$ cat config.mk
export PLATFORM = sky130hd
export DESIGN_NAME = mbox_bank
export DESIGN_NICKNAME = d
export VERILOG_FILES = /design/src/rtl/mbox_pkg.sv /design/src/rtl/mbox_word.sv /design/src/rtl/mbox_rdsel.sv /design/src/rtl/mbox_bank.sv
export SDC_FILE = /design/constraint.sdc
export NUM_CORES = 1
export LEC_CHECK = 0
export ABC_CLOCK_PERIOD_IN_PS = 2370
export BUFFER_PORTS_ARGS = -buffer_cell sky130_fd_sc_hd__buf_2
export CORE_AREA = 2 2 164 166
export CTS_CLUSTER_SIZE = 30
export DETAILED_ROUTE_END_ITERATION = 16
export DIE_AREA = 0 0 166 168
export PLACE_DENSITY = 0.75
export SKIP_CTS_REPAIR_TIMING = 1
export SLEW_MARGIN = 20
export SYNTH_ARGS = -nofsm -noshare
export SYNTH_HDL_FRONTEND = slang
export SYNTH_SLANG_ARGS = --single-unit
$ cat constraint.sdc
create_clock -name clk -period 2.37 [get_ports clk]
set_input_delay 0.1185 -clock clk [delete_from_list [all_inputs] [get_ports clk]]
set_output_delay 0.1185 -clock clk [all_outputs]
set_load 0.05 [all_outputs]
$ cat src/rtl/mbox_pkg.sv
`timescale 1ns/1ps
package mbox_pkg;
    localparam int WORD_W     = 32;
    localparam int HALF_W     = 16;
    localparam int DB_BIT     = 0;
    localparam int ORIGIN_BIT = 1;

    typedef enum logic [1:0] {
        SRC_NONE = 2'b00,
        SRC_PF   = 2'b01,
        SRC_VF   = 2'b10,
        SRC_BOTH = 2'b11
    } wr_src_e;

    // doorbell counts only when the origin flag marks a valid message
    function automatic logic ring_live(input logic [1:0] lo);
        return lo[DB_BIT] & lo[ORIGIN_BIT];
    endfunction
endpackage

$ cat src/rtl/mbox_word.sv
`timescale 1ns/1ps
module mbox_word import mbox_pkg::*; #(
    parameter bit SPLIT = 1'b0
) (
    input  logic              clk,
    input  logic              rst_n,
    input  logic              pf_we,
    input  logic              pf_dir,
    input  logic [WORD_W-1:0] pf_wdata,
    input  logic              vf_we,
    input  logic              vf_dir,
    input  logic [WORD_W-1:0] vf_wdata,
    output logic [WORD_W-1:0] to_vf_word,
    output logic [WORD_W-1:0] to_pf_word,
    output logic              irq_vf,
    output logic              pend_pf
);
    generate
        if (!SPLIT) begin : g_shared
            logic [WORD_W-1:0] word_q;
            wr_src_e           src;
            logic              dir_unused;

            assign dir_unused = pf_dir ^ vf_dir;
            assign src        = wr_src_e'({vf_we, pf_we});

            always_ff @(posedge clk) begin
                if (!rst_n) begin
                    word_q <= '0;
                end else begin
                    unique case (src)
                        SRC_NONE: word_q <= word_q;
                        SRC_PF:   word_q <= pf_wdata;
                        SRC_VF:   word_q <= vf_wdata;
                        SRC_BOTH: word_q <= {vf_wdata[WORD_W-1:HALF_W], pf_wdata[HALF_W-1:0]};
                        default:  word_q <= word_q;
                    endcase
                end
            end

            always_comb begin
                to_vf_word = word_q;
                to_pf_word = word_q;
                irq_vf     = ring_live(word_q[1:0]);
                pend_pf    = ring_live(word_q[HALF_W+1:HALF_W]);
            end

            a_r3_hold_without_write: assert property (@(posedge clk) disable iff (!rst_n)
                (!pf_we && !vf_we) |=> $stable(word_q));
            a_r8_merge_by_half: assert property (@(posedge clk) disable iff (!rst_n)
                (pf_we && vf_we) |=> (to_vf_word == {$past(vf_wdata[WORD_W-1:HALF_W]), $past(pf_wdata[HALF_W-1:0])}));
            a_r6_origin_gate: assert property (@(posedge clk) disable iff (!rst_n)
                (pf_we && !vf_we && !pf_wdata[ORIGIN_BIT]) |=> !irq_vf);
        end else begin : g_split
            logic [WORD_W-1:0] tv_q;
            logic [WORD_W-1:0] tp_q;
            wr_src_e           src_tv;
            wr_src_e           src_tp;

            assign src_tv = wr_src_e'({vf_we && !vf_dir, pf_we && !pf_dir});
            assign src_tp = wr_src_e'({vf_we &&  vf_dir, pf_we &&  pf_dir});

            always_ff @(posedge clk) begin
                if (!rst_n) begin
                    tv_q <= '0;
                end else begin
                    unique case (src_tv)
                        SRC_NONE: tv_q <= tv_q;
                        SRC_PF:   tv_q <= pf_wdata;
                        SRC_VF:   tv_q <= vf_wdata;
                        SRC_BOTH: tv_q <= pf_wdata;
                        default:  tv_q <= tv_q;
                    endcase
                end
            end

            always_ff @(posedge clk) begin
                if (!rst_n) begin
                    tp_q <= '0;
                end else begin
                    unique case (src_tp)
                        SRC_NONE: tp_q <= tp_q;
                        SRC_PF:   tp_q <= pf_wdata;
                        SRC_VF:   tp_q <= vf_wdata;
                        SRC_BOTH: tp_q <= vf_wdata;
                        default:  tp_q <= tp_q;
                    endcase
                end
            end

            always_comb begin
                to_vf_word = tv_q;
                to_pf_word = tp_q;
                irq_vf     = ring_live(tv_q[1:0]);
                pend_pf    = ring_live(tp_q[1:0]);
            end

            a_r10_host_word_pf_wins: assert property (@(posedge clk) disable iff (!rst_n)
                (pf_we && !pf_dir && vf_we && !vf_dir) |=> (to_vf_word == $past(pf_wdata)));
            a_r10_guest_word_vf_wins: assert property (@(posedge clk) disable iff (!rst_n)
                (pf_we && pf_dir && vf_we && vf_dir) |=> (to_pf_word == $past(vf_wdata)));
            a_r9_guest_word_hold: assert property (@(posedge clk) disable iff (!rst_n)
                (!(pf_we && pf_dir) && !(vf_we && vf_dir)) |=> $stable(to_pf_word));
        end
    endgenerate
endmodule

$ cat src/rtl/mbox_rdsel.sv
`timescale 1ns/1ps
module mbox_rdsel import mbox_pkg::*; #(
    parameter int NUM_VF = 5,
    parameter int IW     = 3
) (
    input  logic [NUM_VF*WORD_W-1:0] tv_words,
    input  logic [NUM_VF*WORD_W-1:0] tp_words,
    input  logic [IW-1:0]            idx,
    input  logic                     dir,
    input  logic                     allow,
    output logic [WORD_W-1:0]        rdata
);
    always_comb begin
        rdata = '0;
        for (int k = 0; k < NUM_VF; k++) begin
            if (allow && (idx == IW'(k))) begin
                rdata = dir ? tp_words[k*WORD_W +: WORD_W] : tv_words[k*WORD_W +: WORD_W];
            end
        end
    end
endmodule

$ cat src/rtl/mbox_bank.sv
`timescale 1ns/1ps
module mbox_bank import mbox_pkg::*; #(
    parameter int NUM_VF = 5,
    parameter bit SPLIT  = 1'b0,
    localparam int IW    = (NUM_VF > 1) ? $clog2(NUM_VF) : 1
) (
    input  logic                     clk,
    input  logic                     rst_n,
    input  logic                     pf_wr_en,
    input  logic [IW-1:0]            pf_idx,
    input  logic                     pf_dir,
    input  logic [WORD_W-1:0]        pf_wdata,
    output logic [WORD_W-1:0]        pf_rdata,
    input  logic [NUM_VF-1:0]        vf_wr_en,
    input  logic [NUM_VF*IW-1:0]     vf_idx,
    input  logic [NUM_VF-1:0]        vf_dir,
    input  logic [NUM_VF*WORD_W-1:0] vf_wdata,
    output logic [NUM_VF*WORD_W-1:0] vf_rdata,
    output logic [NUM_VF-1:0]        vf_irq,
    output logic [NUM_VF-1:0]        pf_pending,
    output logic                     pf_irq
);
    logic [NUM_VF*WORD_W-1:0] tv_words;
    logic [NUM_VF*WORD_W-1:0] tp_words;
    logic [NUM_VF-1:0]        pf_hit;
    logic [NUM_VF-1:0]        vf_hit;

    generate
        for (genvar v = 0; v < NUM_VF; v++) begin : g_vf
            assign pf_hit[v] = pf_wr_en && (pf_idx == IW'(v));
            assign vf_hit[v] = vf_wr_en[v] && (vf_idx[v*IW +: IW] == IW'(v));

            mbox_word #(.SPLIT(SPLIT)) u_word (
                .clk        (clk),
                .rst_n      (rst_n),
                .pf_we      (pf_hit[v]),
                .pf_dir     (pf_dir),
                .pf_wdata   (pf_wdata),
                .vf_we      (vf_hit[v]),
                .vf_dir     (vf_dir[v]),
                .vf_wdata   (vf_wdata[v*WORD_W +: WORD_W]),
                .to_vf_word (tv_words[v*WORD_W +: WORD_W]),
                .to_pf_word (tp_words[v*WORD_W +: WORD_W]),
                .irq_vf     (vf_irq[v]),
                .pend_pf    (pf_pending[v])
            );

            mbox_rdsel #(.NUM_VF(NUM_VF), .IW(IW)) u_vf_rd (
                .tv_words (tv_words),
                .tp_words (tp_words),
                .idx      (vf_idx[v*IW +: IW]),
                .dir      (vf_dir[v]),
                .allow    (vf_idx[v*IW +: IW] == IW'(v)),
                .rdata    (vf_rdata[v*WORD_W +: WORD_W])
            );
        end
    endgenerate

    mbox_rdsel #(.NUM_VF(NUM_VF), .IW(IW)) u_pf_rd (
        .tv_words (tv_words),
        .tp_words (tp_words),
        .idx      (pf_idx),
        .dir      (pf_dir),
        .allow    (1'b1),
        .rdata    (pf_rdata)
    );

    assign pf_irq = |pf_pending;

    a_r5_irq_needs_write: assert property (@(posedge clk) disable iff (!rst_n)
        $rose(pf_irq) |-> $past(pf_wr_en || (|vf_wr_en)));
    a_r11_out_of_range_ignored: assert property (@(posedge clk) disable iff (!rst_n)
        (pf_wr_en && (32'(pf_idx) >= NUM_VF) && (vf_wr_en == '0)) |=> ($stable(pf_pending) && $stable(vf_irq)));
    a_r1_quiet_after_reset: assert property (@(posedge clk)
        $rose(rst_n) |-> (pf_irq == 1'b0));
endmodule

* Word-level counts from Yosys, hierarchy flattened
Cells that the tools add are included.
** Storage, ports and cells
- Bits in registers :: 160
- Latch bits :: 0
- Memory bits (writable) :: 0
- ROM bits :: 0
- Bits of input ports :: 224
- Output and inout port bits :: 203
- Logic and storage cells :: 131
- Memories kept :: 0
** Cells by class
- $add $sub $neg :: 0
- Multipliers :: 0
- Divide/modulo/power cells :: 0
- Order comparisons :: 0
- Equal/unequal tests :: 39
- Shift-type cells :: 0
- Mux-type cells :: 35
- Bitwise logic cells :: 10
- Reduce and logical (&&, ||, !) cells :: 42
** Operator list (count)
- $mux W32 :: 30
- $pmux W32 S3 :: 5
- $eq A3 B2 Y1 const B :: 12
- $logic_and A1 B1 Y1 :: 30
- $eq A2 B2 Y1 const B :: 10
- $eq A3 B1 Y1 const B :: 6
- $eq A3 B3 Y1 const B :: 6
- $logic_not A3 Y1 :: 6
- $and A1 B1 Y1 :: 10
- $eq A2 B1 Y1 const B :: 5
- $logic_not A2 Y1 :: 5
- $reduce_or A5 Y1 :: 1

* Depth between registers and ports, before layout
Gate-level depths: netlist of run 1.
- Word-level depth :: 7
- Gate-level depth with buffers :: 6

* By module
A second synthesis of run 1 with hierarchy kept.
** Unflattened totals
- Cell total of the unflattened synthesis :: 2720
- Area total of the unflattened synthesis :: 27525.1 sq um
** By module, submodules not included
- mbox_rdsel :: times used 6, cells an instance 304, area an instance 2907.8 sq um, seq. area each 0.0 sq um
- mbox_word :: times used 5, cells an instance 175, area an instance 1983.2 sq um, seq. area each 640.6 sq um
- mbox_bank :: times used 1, cells an instance 21, area an instance 162.7 sq um, seq. area each 0.0 sq um

* Least setup slack after synthesis of run 1
OpenSTA, ideal clock, no wires.
- Path kind :: input to output
- Start :: input port pf_idx[2]
- End :: output port pf_rdata[30]
- Arrival time :: 1.896 ns
- Slack :: 0.356 ns
- Cell stages on the path :: 5
- Cell sequence :: buf_2 -> or3b_1 -> buf_2 -> clkbuf_1 -> a31oi_1
** Between the ends
- Cells in the longest elaborated chain, start to end :: 6
** RTL lines
- start, declared :: line mbox_bank.sv:10 : input logic [IW-1:0] pf_idx,
- $logic_not A3 Y1 :: line mbox_rdsel.sv:16 : if (allow && (idx == IW'(k))) begin
- $mux W32 (4 in a row) :: line mbox_rdsel.sv:16
- $mux W32 (*) :: line mbox_rdsel.sv:16
- end, declared :: line mbox_bank.sv:13 : output logic [WORD_W-1:0] pf_rdata,
Every way passes the cells marked *; elsewhere a longest branch is shown, timed or not.

* Final worst setup path of run 1
- Start :: register g_vf[2].u_word.g_shared.word_q[24]
- End :: output port pf_rdata[24]
** Between the ends
- Cells in the longest elaborated chain, start to end :: 3
** RTL lines
- start, declared :: line mbox_word.sv:20 : logic [WORD_W-1:0] word_q;
- start signal, assigned :: line mbox_word.sv:32 : SRC_NONE: word_q <= word_q;
- start signal, assigned :: line mbox_word.sv:33 : SRC_PF: word_q <= pf_wdata;
- start signal, assigned :: line mbox_word.sv:34 : SRC_VF: word_q <= vf_wdata;
- $mux W32 (3 in a row) :: line mbox_rdsel.sv:16
No other way between the ends.

==> run summary, run 1 <==
Tot GR Track Use: 29.8%
LEAKAGE: 5.83 nW
Core Footprint: 0.0264 mm2
# H-tree levels: 4
Fin Setup TNS: 0 ps
Rel. slew slack: 40.6%
Actual slew at the worst max-slew pin: 889 ps
Outcome: finished, violations left
WL/cell: 21.4 um
Largest net degree at the start of global routing: 65
Antenna violations before repair: 1
Max reg flops: 160
Yosys top cell area share: 34.7%
Fin crit period: 2020 ps
Startpoint Class: flip-flop
Worst VDD drop: 0.552 mV
YS warnings: 0
Share of post-route cells with drive strength above 1: 29.9%
Post-Syn Nets: 1523
Initial DRC Count: 1183
Fin. Hold Viols: 1
Clock Tree Buf Depth: 2
Failing checks: hold timing
Num CTS Buffers: 17
Die Area: 0.0279 mm2
Port bufs: 420
Largest cells by area after synthesis: dfxtp_1 35%, nand2_1 14%, a31oi_1 13%, and2_1 12%, o21ai_1 4.7%
Clock Sinks: 160
Drt first pass iters: 5
Post-layout nets: 1951
Mean Syn Cell Area: 7.11 um2
Hold slack: -14.4 ps
Max frequency: 494 MHz
Fin crit share: 85.4%
Register area share after synthesis: 34.7%
Total power per unit cell area: 536 mW/mm2
Setup Skew: 0 ps
Via density: 5.81
Hold Crit Class: input pin to flip-flop
Dpl hpwl: 31.0 mm
Initial Util: 35.0%
Final Util: 50.2%
CP endpoint kind: output port
TritonCTS clock tree: yes
Chip Height: 168 um
Maxcap violations: 0
Fin. max-slew vios: 0
Antenna-violating nets left: 0
Cell taking the most area after synthesis: dfxtp_1
DRC: 0
Worst EP arrival: 1910 ps
FP Rows: 60
RSZ-0062 raised after global routing: false
DR vias: 12.1k
Syn Inst Count: 1299
Gpl congestion: 0.946
Crit path from: g_vf[2].u_word.to_pf_word[24]
Root Driver: clkbuf_16
Post-synth cell types: 28
Clk Latency, worst-skew pair: 410 ps
Synthesis-stage register bit count: 160
Final Setup Violations: 0
Worst r2r src: g_vf[4].u_word.to_pf_word[1]
Worst path required time: 2250 ps
Crit Path Class: flip-flop to output port
Total gr overflow: 0
Die Wd: 166 um
First-pass GRT wire length: 64.9 mm
Vias in the first global route: 11.2k
Mapped cell area: 0.00923 mm2
Hold_sp: vf_wdata[42]
Final WL: 44.6 mm
IO Pins: 427
Worst-path fanout max: 3
Layout Area Growth over Synthesis: 43.3%
Worst-path clk slew: 70 ps
-- per-layer routing --
layer / part of all wire [%] / wire length [um] / global-route usage [%] / up-vias
met3: 9.8 / 4350 / 6.09 / 162
met5: 0 / 0 / 0 / -
met2: 48 / 21400 / 51.3 / 922
met4: 4.7 / 2090 / 15.3 / 0
li1: - / - / - / 5386
met1: 38 / 16700 / 35.3 / 5628
-- cells in the final DEF (no fill, tap or decap), types with 2 or more instances in the layout --
| cell type | netlist | final |
|---|---|---|
| a31oi_1 | 192 | 192 |
| a32oi_1 | 32 | 32 |
| and2_1 | 170 | 170 |
| and4b_1 | 2 | 2 |
| buf_12 | 0 | 10 |
| buf_2 | 20 | 414 |
| buf_4 | 11 | 40 |
| clkbuf_1 | 100 | 2 |
| clkbuf_16 | 0 | 17 |
| clkinv_4 | 0 | 2 |
| clkinvlp_4 | 0 | 4 |
| dfxtp_1 | 160 | 160 |
| dlygate4sd3_1 | 0 | 81 |
| inv_6 | 0 | 4 |
| mux2_1 | 32 | 32 |
| nand2_1 | 353 | 353 |
| nand4b_1 | 2 | 2 |
| nand4bb_2 | 0 | 4 |
| nand4bb_4 | 0 | 2 |
| nor2_1 | 34 | 32 |
| nor3b_2 | 0 | 3 |
| nor4b_4 | 1 | 2 |
| nor4bb_4 | 0 | 6 |
| o21ai_0 | 74 | 74 |
| o21ai_1 | 86 | 86 |
| or4b_2 | 0 | 2 |
-- cells in the mapped netlist, drive strengths merged --
master,instances
nand4bb,6
nand4b,2
nor3,1
nor4b,2
nor3b,3
a31oi,192
nor2,34
nand2,353
buf,36
and4b,2
inv,1
nor2b,1
nor4bb,6
clkbuf,100
or2,1
or4,1
dfxtp,160
and2,170
or3b,1
or4b,2
a32oi,32
and3b,1
o21ai,160
mux2,32
-- worst max-delay path, cell delays in order, from the launching register on --
cell	delay, ps
dfxtp_1	340
mux2_1	350
a32oi_1	380
a31oi_1	170
buf_2	240
-- kinds of logic (layout without fill, tap and decap cells) --
kind of cell | after synthesis | count (layout) | share of synthesized area (%)
compound gates | 384 | 384 | 24.7
mux | 32 | 32 | 3.90
buf+inv | 137 | 578 | 6.29
other cells | 0 | 1 | 0
flops | 160 | 160 | 34.7
simple gates | 586 | 586 | 30.4
-- per-stage QoR --
step                total power [mW]  std cells  instance area [um2]  setup WS (ps)
global placement                4.22       1968                11800            245
detailed placement              4.25       1968                11800            181
CTS                             6.98       2000                12400            388
finish                          7.09       2082                13200            346
floorplan                       3.65       1299                 9230            356
global route                    7.33       2082                13200            312
-- path summary, 6_finish.rpt --
kind / end / slack (ps) / cells after the start
hold reg to reg: g_vf[0].u_word.to_pf_word[20] / 480 / 2
setup / recovery: pf_rdata[24] / 350 / 4
setup reg to reg: g_vf[4].u_word.to_pf_word[1] / 1590 / 2
hold / removal: g_vf[1].u_word.to_pf_word[10] / -10 / 3
-- power by group --
group	leakage, nW	internal, mW	switching [mW]
combinational	4.25	0.526	0.866
clock	0.266	1.50	1.26
sequential	1.30	2.82	0.109
-- final cells by class --
cell class | instances | area [um2]
fillers | 2505 | 13100
inverters | 1 | 3.75
multi-input cells | 1002 | 5640
diodes | 1 | 2.50
clock buffers | 20 | 447
clock inverters | 12 | 124
flip-flops and latches | 160 | 3200
repair buffers | 545 | 3380
well taps | 341 | 427
No activity file was read; power rests on OpenSTA's default activity.
==> run 2: changes to the inputs <==
--- a/config.mk
+++ b/config.mk
@@ -7,11 +7,14 @@
 export LEC_CHECK = 0
 export ABC_CLOCK_PERIOD_IN_PS = 2370
 export BUFFER_PORTS_ARGS = -buffer_cell sky130_fd_sc_hd__buf_2
-export CORE_AREA = 2 2 164 166
+export CELL_PAD_IN_SITES_DETAIL_PLACEMENT = 1
+export CELL_PAD_IN_SITES_GLOBAL_PLACEMENT = 2
+export CORE_MARGIN = 1.5
+export CORE_UTILIZATION = 26
 export CTS_CLUSTER_SIZE = 30
 export DETAILED_ROUTE_END_ITERATION = 16
-export DIE_AREA = 0 0 166 168
-export PLACE_DENSITY = 0.75
+export HOLD_SLACK_MARGIN = 0.15
+export PLACE_DENSITY = 0.95
 export SKIP_CTS_REPAIR_TIMING = 1
 export SLEW_MARGIN = 20
 export SYNTH_ARGS = -nofsm -noshare
==> run 2 against run 1 <==
  * The flow now finishes without violations
  * Clock skew unchanged
  * Hold slack improved by 270 ps
  * Global-route usage decreased by 3.1 points
  * Largest power group is now clock
  * Highest routed layer unchanged
  * Critical endpoint is now pf_rdata[10]
  * Sequential share of layout area decreased by 3.7 points
  * Worst setup slack got worse by 180 ps
==> run summary, run 2 (synthesis results as in run 1) <==
Worst EP arrival: 2080 ps (+170 ps)
Layout Area Growth over Synthesis: 69.3%
Crit Path Class: input pin to output port
Port bufs: 420 (unchanged)
Clock Tree Buf Depth: 2 (unchanged)
Dpl hpwl: 35.9 mm (+16%)
Initial Util: 26.6% (-8.4 points)
Drt first pass iters: 5 (unchanged)
Fin. max-slew vios: 0 (unchanged)
Fin crit share: 92.8% (+7.4 points)
Fin Setup TNS: 0 ps (unchanged)
Max frequency: 454 MHz (-8.0%)
Hold_sp: pf_wr_en
Gpl congestion: 0.910 (-3.8%)
Fin. Hold Viols: 0 (-1)
R2R Path End: g_vf[4].u_word.to_pf_word[9]
Max reg flops: 160 (unchanged)
Worst-path fanout max: 21 (+18)
DRC: 0 (unchanged)
Core Footprint: 0.0347 mm2 (+32%)
Root Driver: clkbuf_16
Total gr overflow: 0 (unchanged)
Worst Reg2Reg Path Length in Cells: 3 (+1)
Clk Latency, worst-skew pair: 450 ps (+40 ps)
Worst hold stages: 4 (+1)
Fin cells: 2403 (+15%)
Chip Height: 191 um (+14%)
CP endpoint kind: output port
Total power per unit cell area: 497 mW/mm2 (-7.3%)
Worst-path clk slew: 70 ps (about the same)
Vias in the first global route: 11.4k (+1.5%)
# H-tree levels: 4 (unchanged)
Tot GR Track Use: 26.7% (-3.1 points)
Actual slew at the worst max-slew pin: 949 ps (+60.6 ps)
First-pass GRT wire length: 72.3 mm (+11%)
Post-layout nets: 2156 (+11%)
IO Pins: 427 (unchanged)
Share of post-route cells with drive strength above 1: 26.6% (-3.3 points)
Rel. slew slack: 36.7% (-3.9 points)
Startpoint Class: input pin
Die Area: 0.0366 mm2 (+31%)
Largest net degree at the start of global routing: 65 (unchanged)
Final Setup Violations: 0 (unchanged)
TritonCTS clock tree: yes
Worst VDD drop: 0.516 mV (-6.4%)
Antenna violations before repair: 1 (unchanged)
Fin area: 0.0156 mm2 (+18%)
Fin crit period: 2200 ps (+177 ps)
LEAKAGE: 7.06 nW (+21%)
Outcome: finished clean
Commonest non-fill, non-tap cell in the layout: buf_2
Hold Crit Class: input pin to flip-flop
Via density: 5.53 (-4.8%)
Placed cell count: 2078 (+5.6%)
Worst R2R Setup Slack: 1000 ps (-590 ps)
Placed Area: 0.0121 mm2 (+2.1%)
Hold Path End: g_vf[0].u_word.to_pf_word[16]
FP Rows: 68 (+13%)
Antenna-violating nets left: 0 (unchanged)
Maxcap violations: 0 (unchanged)
Num CTS Buffers: 17 (unchanged)
Worst path required time: 2250 ps (about the same)
Worst r2r src: g_vf[4].u_word.to_pf_word[9]
Final WL: 58.5 mm (+31%)
RSZ-0062 raised after global routing: false
WL/cell: 24.4 um (+14%)
Setup Skew: 0 ps (unchanged)
Clock Sinks: 160 (unchanged)
DR vias: 13.3k (+9.9%)
Most frequent cells in the layout: 413 x buf_2, 353 x nand2_1, 290 x dlygate4sd3_1
Die Wd: 191 um (+15%)
Initial DRC Count: 786 (-34%)
-- run 2: metal layers --
metal	up-vias	GRT usage, %	wire, um
met5	-	0	0
met4	0	12.1	2960
met3	189	4.41	4510
met2	800	45.7	29000
met1	6502	32.6	22100
li1	5806	-	-
-- run 2: layout make-up --
class	count	area (um2)
inverter	1	3.75
antenna	3	7.51
clock inverter	13	175
sequential	160	3200
fill	4266	19100
tap	455	569
multi-input combinational	1002	5690
timing repair buffer	750	5540
clock buffer	19	453
-- run 2: power by group --
part           leakage [nW]  internal, mW  switching [mW]  total [mW]
registers              1.30          2.82           0.117        2.94
clock network         0.300          1.74            1.34        3.08
logic                  5.46         0.754            1.00        1.75
-- run 2: worst max-delay path, cell delays in order --
cell	delay [ps]
buf_2	330
nor2b_4	230
buf_4	310
a32oi_1	240
a31oi_1	610
buf_12	220
-- run 2: stage by stage --
| stage | total power [mW] | utilization [%] | hold slack (ps) | setup slack (ps) |
|---|---|---|---|---|
| finish | 7.77 | 45.0 | 253 | 170 |
| global route | 8.02 | 45.0 | 263 | 69.9 |
| CTS | 7.36 | 36.6 | -94.2 | 332 |
| detailed placement | 4.32 | 34.8 | 386 | 386 |
| global placement | 4.28 | 34.8 | 382 | 425 |
| floorplan | 3.65 | - | 273 | 356 |
-- run 2: worst max path at each step --
stage                                        from            to  depth (start not counted)
floorplan                               pf_idx[2]  pf_rdata[30]                          5
global placement                        pf_idx[0]  pf_rdata[10]                          6
detailed placement                      pf_idx[0]  pf_rdata[10]                          6
CTS                 g_vf[2].u_word.to_pf_word[23]  pf_rdata[23]                          4
global route                            pf_idx[0]  pf_rdata[10]                          6
finish                                  pf_idx[0]  pf_rdata[10]                          6
==> run 3: changes to the inputs <==
--- a/config.mk
+++ b/config.mk
@@ -9,6 +9,7 @@
 export BUFFER_PORTS_ARGS = -buffer_cell sky130_fd_sc_hd__buf_2
 export CELL_PAD_IN_SITES_DETAIL_PLACEMENT = 1
 export CELL_PAD_IN_SITES_GLOBAL_PLACEMENT = 2
+export CORE_ASPECT_RATIO = 0.5
 export CORE_MARGIN = 1.5
 export CORE_UTILIZATION = 26
 export CTS_CLUSTER_SIZE = 30
==> run 3 against run 2 <==
  * Final cell count is 1.7% higher
  * Flip-flop and latch count unchanged
  * Hold slack got worse by 78 ps
==> run summary, run 3 (synthesis results as in run 1) <==
Outcome: finished clean
LEAKAGE: 7.04 nW (-0.38%)
Die Wd: 269 um (+41%)
Vias in the first global route: 11.4k (-0.053%)
Largest net degree at the start of global routing: 68 (+4.6%)
Gpl congestion: 0.924 (+1.6%)
Worst r2r src: g_vf[1].u_word.to_pf_word[14]
FP Rows: 48 (-29%)
Worst path buffer plus inverter count: 4 (+1)
Antenna violations before repair: 13 (+12)
Port bufs: 420 (unchanged)
R2R Path End: g_vf[1].u_word.to_pf_word[14]
Worst setup path endpoint: g_vf[0].u_word.to_pf_word[7]
Via density: 5.66 (+2.3%)
Setup Skew: 0 ps (unchanged)
Antenna-violating nets left: 0 (unchanged)
Max stage delay cell, worst path: or4b_2
Worst R2R Setup Slack: 900 ps (-100 ps)
Max reg flops: 160 (unchanged)
Startpoint Class: input pin
Final WS setup: 285 ps (+116 ps)
Drt first pass iters: 5 (unchanged)
Crit path from: pf_idx[1]
First-pass GRT wire length: 71.4 mm (-1.3%)
Worst path required time: 2680 ps (+430 ps)
Clock Tree Buf Depth: 2 (unchanged)
Chip Height: 136 um (-29%)
TritonCTS clock tree: yes
Fin crit share: 88.0% (-4.9 points)
Fin Setup TNS: 0 ps (unchanged)
Rel. slew slack: 45.1% (+8.4 points)
Worst EP arrival: 2400 ps (+320 ps)
Fin. Hold Viols: 0 (unchanged)
Commonest non-fill, non-tap cell in the layout: buf_2
Placed Area: 0.0120 mm2 (-0.67%)
Post-layout nets: 2164 (+0.37%)
RSZ-0062 raised after global routing: false
Fin crit period: 2080 ps (-116 ps)
Multi-input gate area: 0.00563 mm2 (-0.95%)
Worst-path fanout max: 42 (+100%)
Crit. path cell count: 7 (+1)
Maxcap violations: 0 (unchanged)
IO Pins: 427 (unchanged)
Num CTS Buffers: 17 (unchanged)
CP endpoint kind: flip-flop
Core Footprint: 0.0347 mm2 (unchanged)
Die Area: 0.0367 mm2 (+0.19%)
Critical Path, Cell by Cell: buf_2, buf_12, or4b_2, buf_4, o21ai_1, a31oi_1, dlygate4sd3_1
Final WL: 60.4 mm (+3.2%)
Worst Reg2Reg Path Length in Cells: 3 (unchanged)
Initial DRC Count: 1312 (+67%)
Actual slew at the worst max-slew pin: 823 ps (-126 ps)
Crit Path Class: input pin to flip-flop
Final Setup Violations: 0 (unchanged)
Share of post-route cells with drive strength above 1: 26.8% (+0.20 points)
WL/cell: 24.7 um (+1.5%)
# H-tree levels: 4 (unchanged)
Clock Sinks: 160 (unchanged)
Fin. max-slew vios: 0 (unchanged)
Dpl hpwl: 36.4 mm (+1.3%)
Total gr overflow: 0 (unchanged)
Total power per unit cell area: 498 mW/mm2 (+0.13%)
Max frequency: 480 MHz (+5.6%)
Pre-CTS setup slack: 448 ps (+61.9 ps)
Initial Util: 26.6% (unchanged)
FILL cells: 4347 (+1.9%)
Worst-path clk slew: 80 ps (about the same)
Root Driver: clkbuf_16
CP max stage delay: 690 ps (+80 ps)
Sequential standard cell area: 0.00320 mm2 (unchanged)
Tot GR Track Use: 25.9% (-0.80 points)
Clk Latency, worst-skew pair: 440 ps (about the same)
Most frequent cells in the layout: 417 x buf_2, 353 x nand2_1, 292 x dlygate4sd3_1
Hold Crit Class: input pin to flip-flop
Delay-heaviest family, CP: buffers and inverters
DRC: 0 (unchanged)
DR vias: 13.8k (+4.1%)
Fin area: 0.0156 mm2 (-0.20%)
Final Util: 44.9% (-0.090 points)
Worst VDD drop: 0.326 mV (-37%)
Layout Area Growth over Synthesis: 69.0%
==> run 3: how the worst min path moves through the flow <==
| stage | depth (start not counted) | slack, ps | endpoint | startpoint |
|---|---|---|---|---|
| 6_report | 3 | 180 | g_vf[0].u_word.to_pf_word[23] | vf_idx[2] |
| 5_1_grt | 3 | 190 | g_vf[0].u_word.to_pf_word[23] | vf_idx[2] |
| 4_1_cts | 3 | -100 | g_vf[1].u_word.to_pf_word[0] | vf_wdata[32] |
| 3_5_place_dp | 3 | 390 | g_vf[3].u_word.to_pf_word[2] | vf_wdata[98] |
| 3_3_place_gp | 3 | 380 | g_vf[4].u_word.to_pf_word[0] | vf_wdata[128] |
| 2_1_floorplan | 2 | 270 | g_vf[0].u_word.to_pf_word[21] | pf_wdata[21] |
==> run 3: cell type report <==
cell class                      instances  share of cell area, %
Clock buffer                           20                   2.99
Timing Repair Buffer                  758                   35.3
Antenna cell                           16                  0.257
Clock inverter                         12                   1.02
Sequential cell                       160                   20.5
Tap cell                              475                   3.81
Multi-Input combinational cell       1002                   36.1
Inverter                                1                 0.0241
==> run 3: stage by stage <==
stage / hold slack, ps / std cells / power (mW)
floorplan: 273 / 1299 / 3.65
global placement: 381 / 2104 / 4.23
detailed placement: 387 / 2104 / 4.26
CTS: -103 / 2136 / 7.27
global route: 195 / 2441 / 7.97
finish: 175 / 2444 / 7.76
==> run 3: power breakdown <==
| group | total (mW) | internal (mW) | switching (mW) |
|---|---|---|---|
| clock network | 3.09 | 1.75 | 1.33 |
| registers | 2.95 | 2.82 | 0.125 |
| logic | 1.73 | 0.730 | 1.00 |
| total | 7.76 | 5.30 | 2.46 |
==> run 3: worst min-delay path, cell delays in order <==
cell	delay [ps]
buf_2	130
or4b_2	230
a31oi_1	100
==> run 3: layer usage <==
layer,share of wire (%),wire length (um),global-route usage (%),up-vias
met5,0,0,0,-
met4,7.5,4550,15.0,0
met3,6.7,4050,4.26,339
met2,48,29100,44.2,850
met1,38,22700,31.2,6817
li1,-,-,-,5833
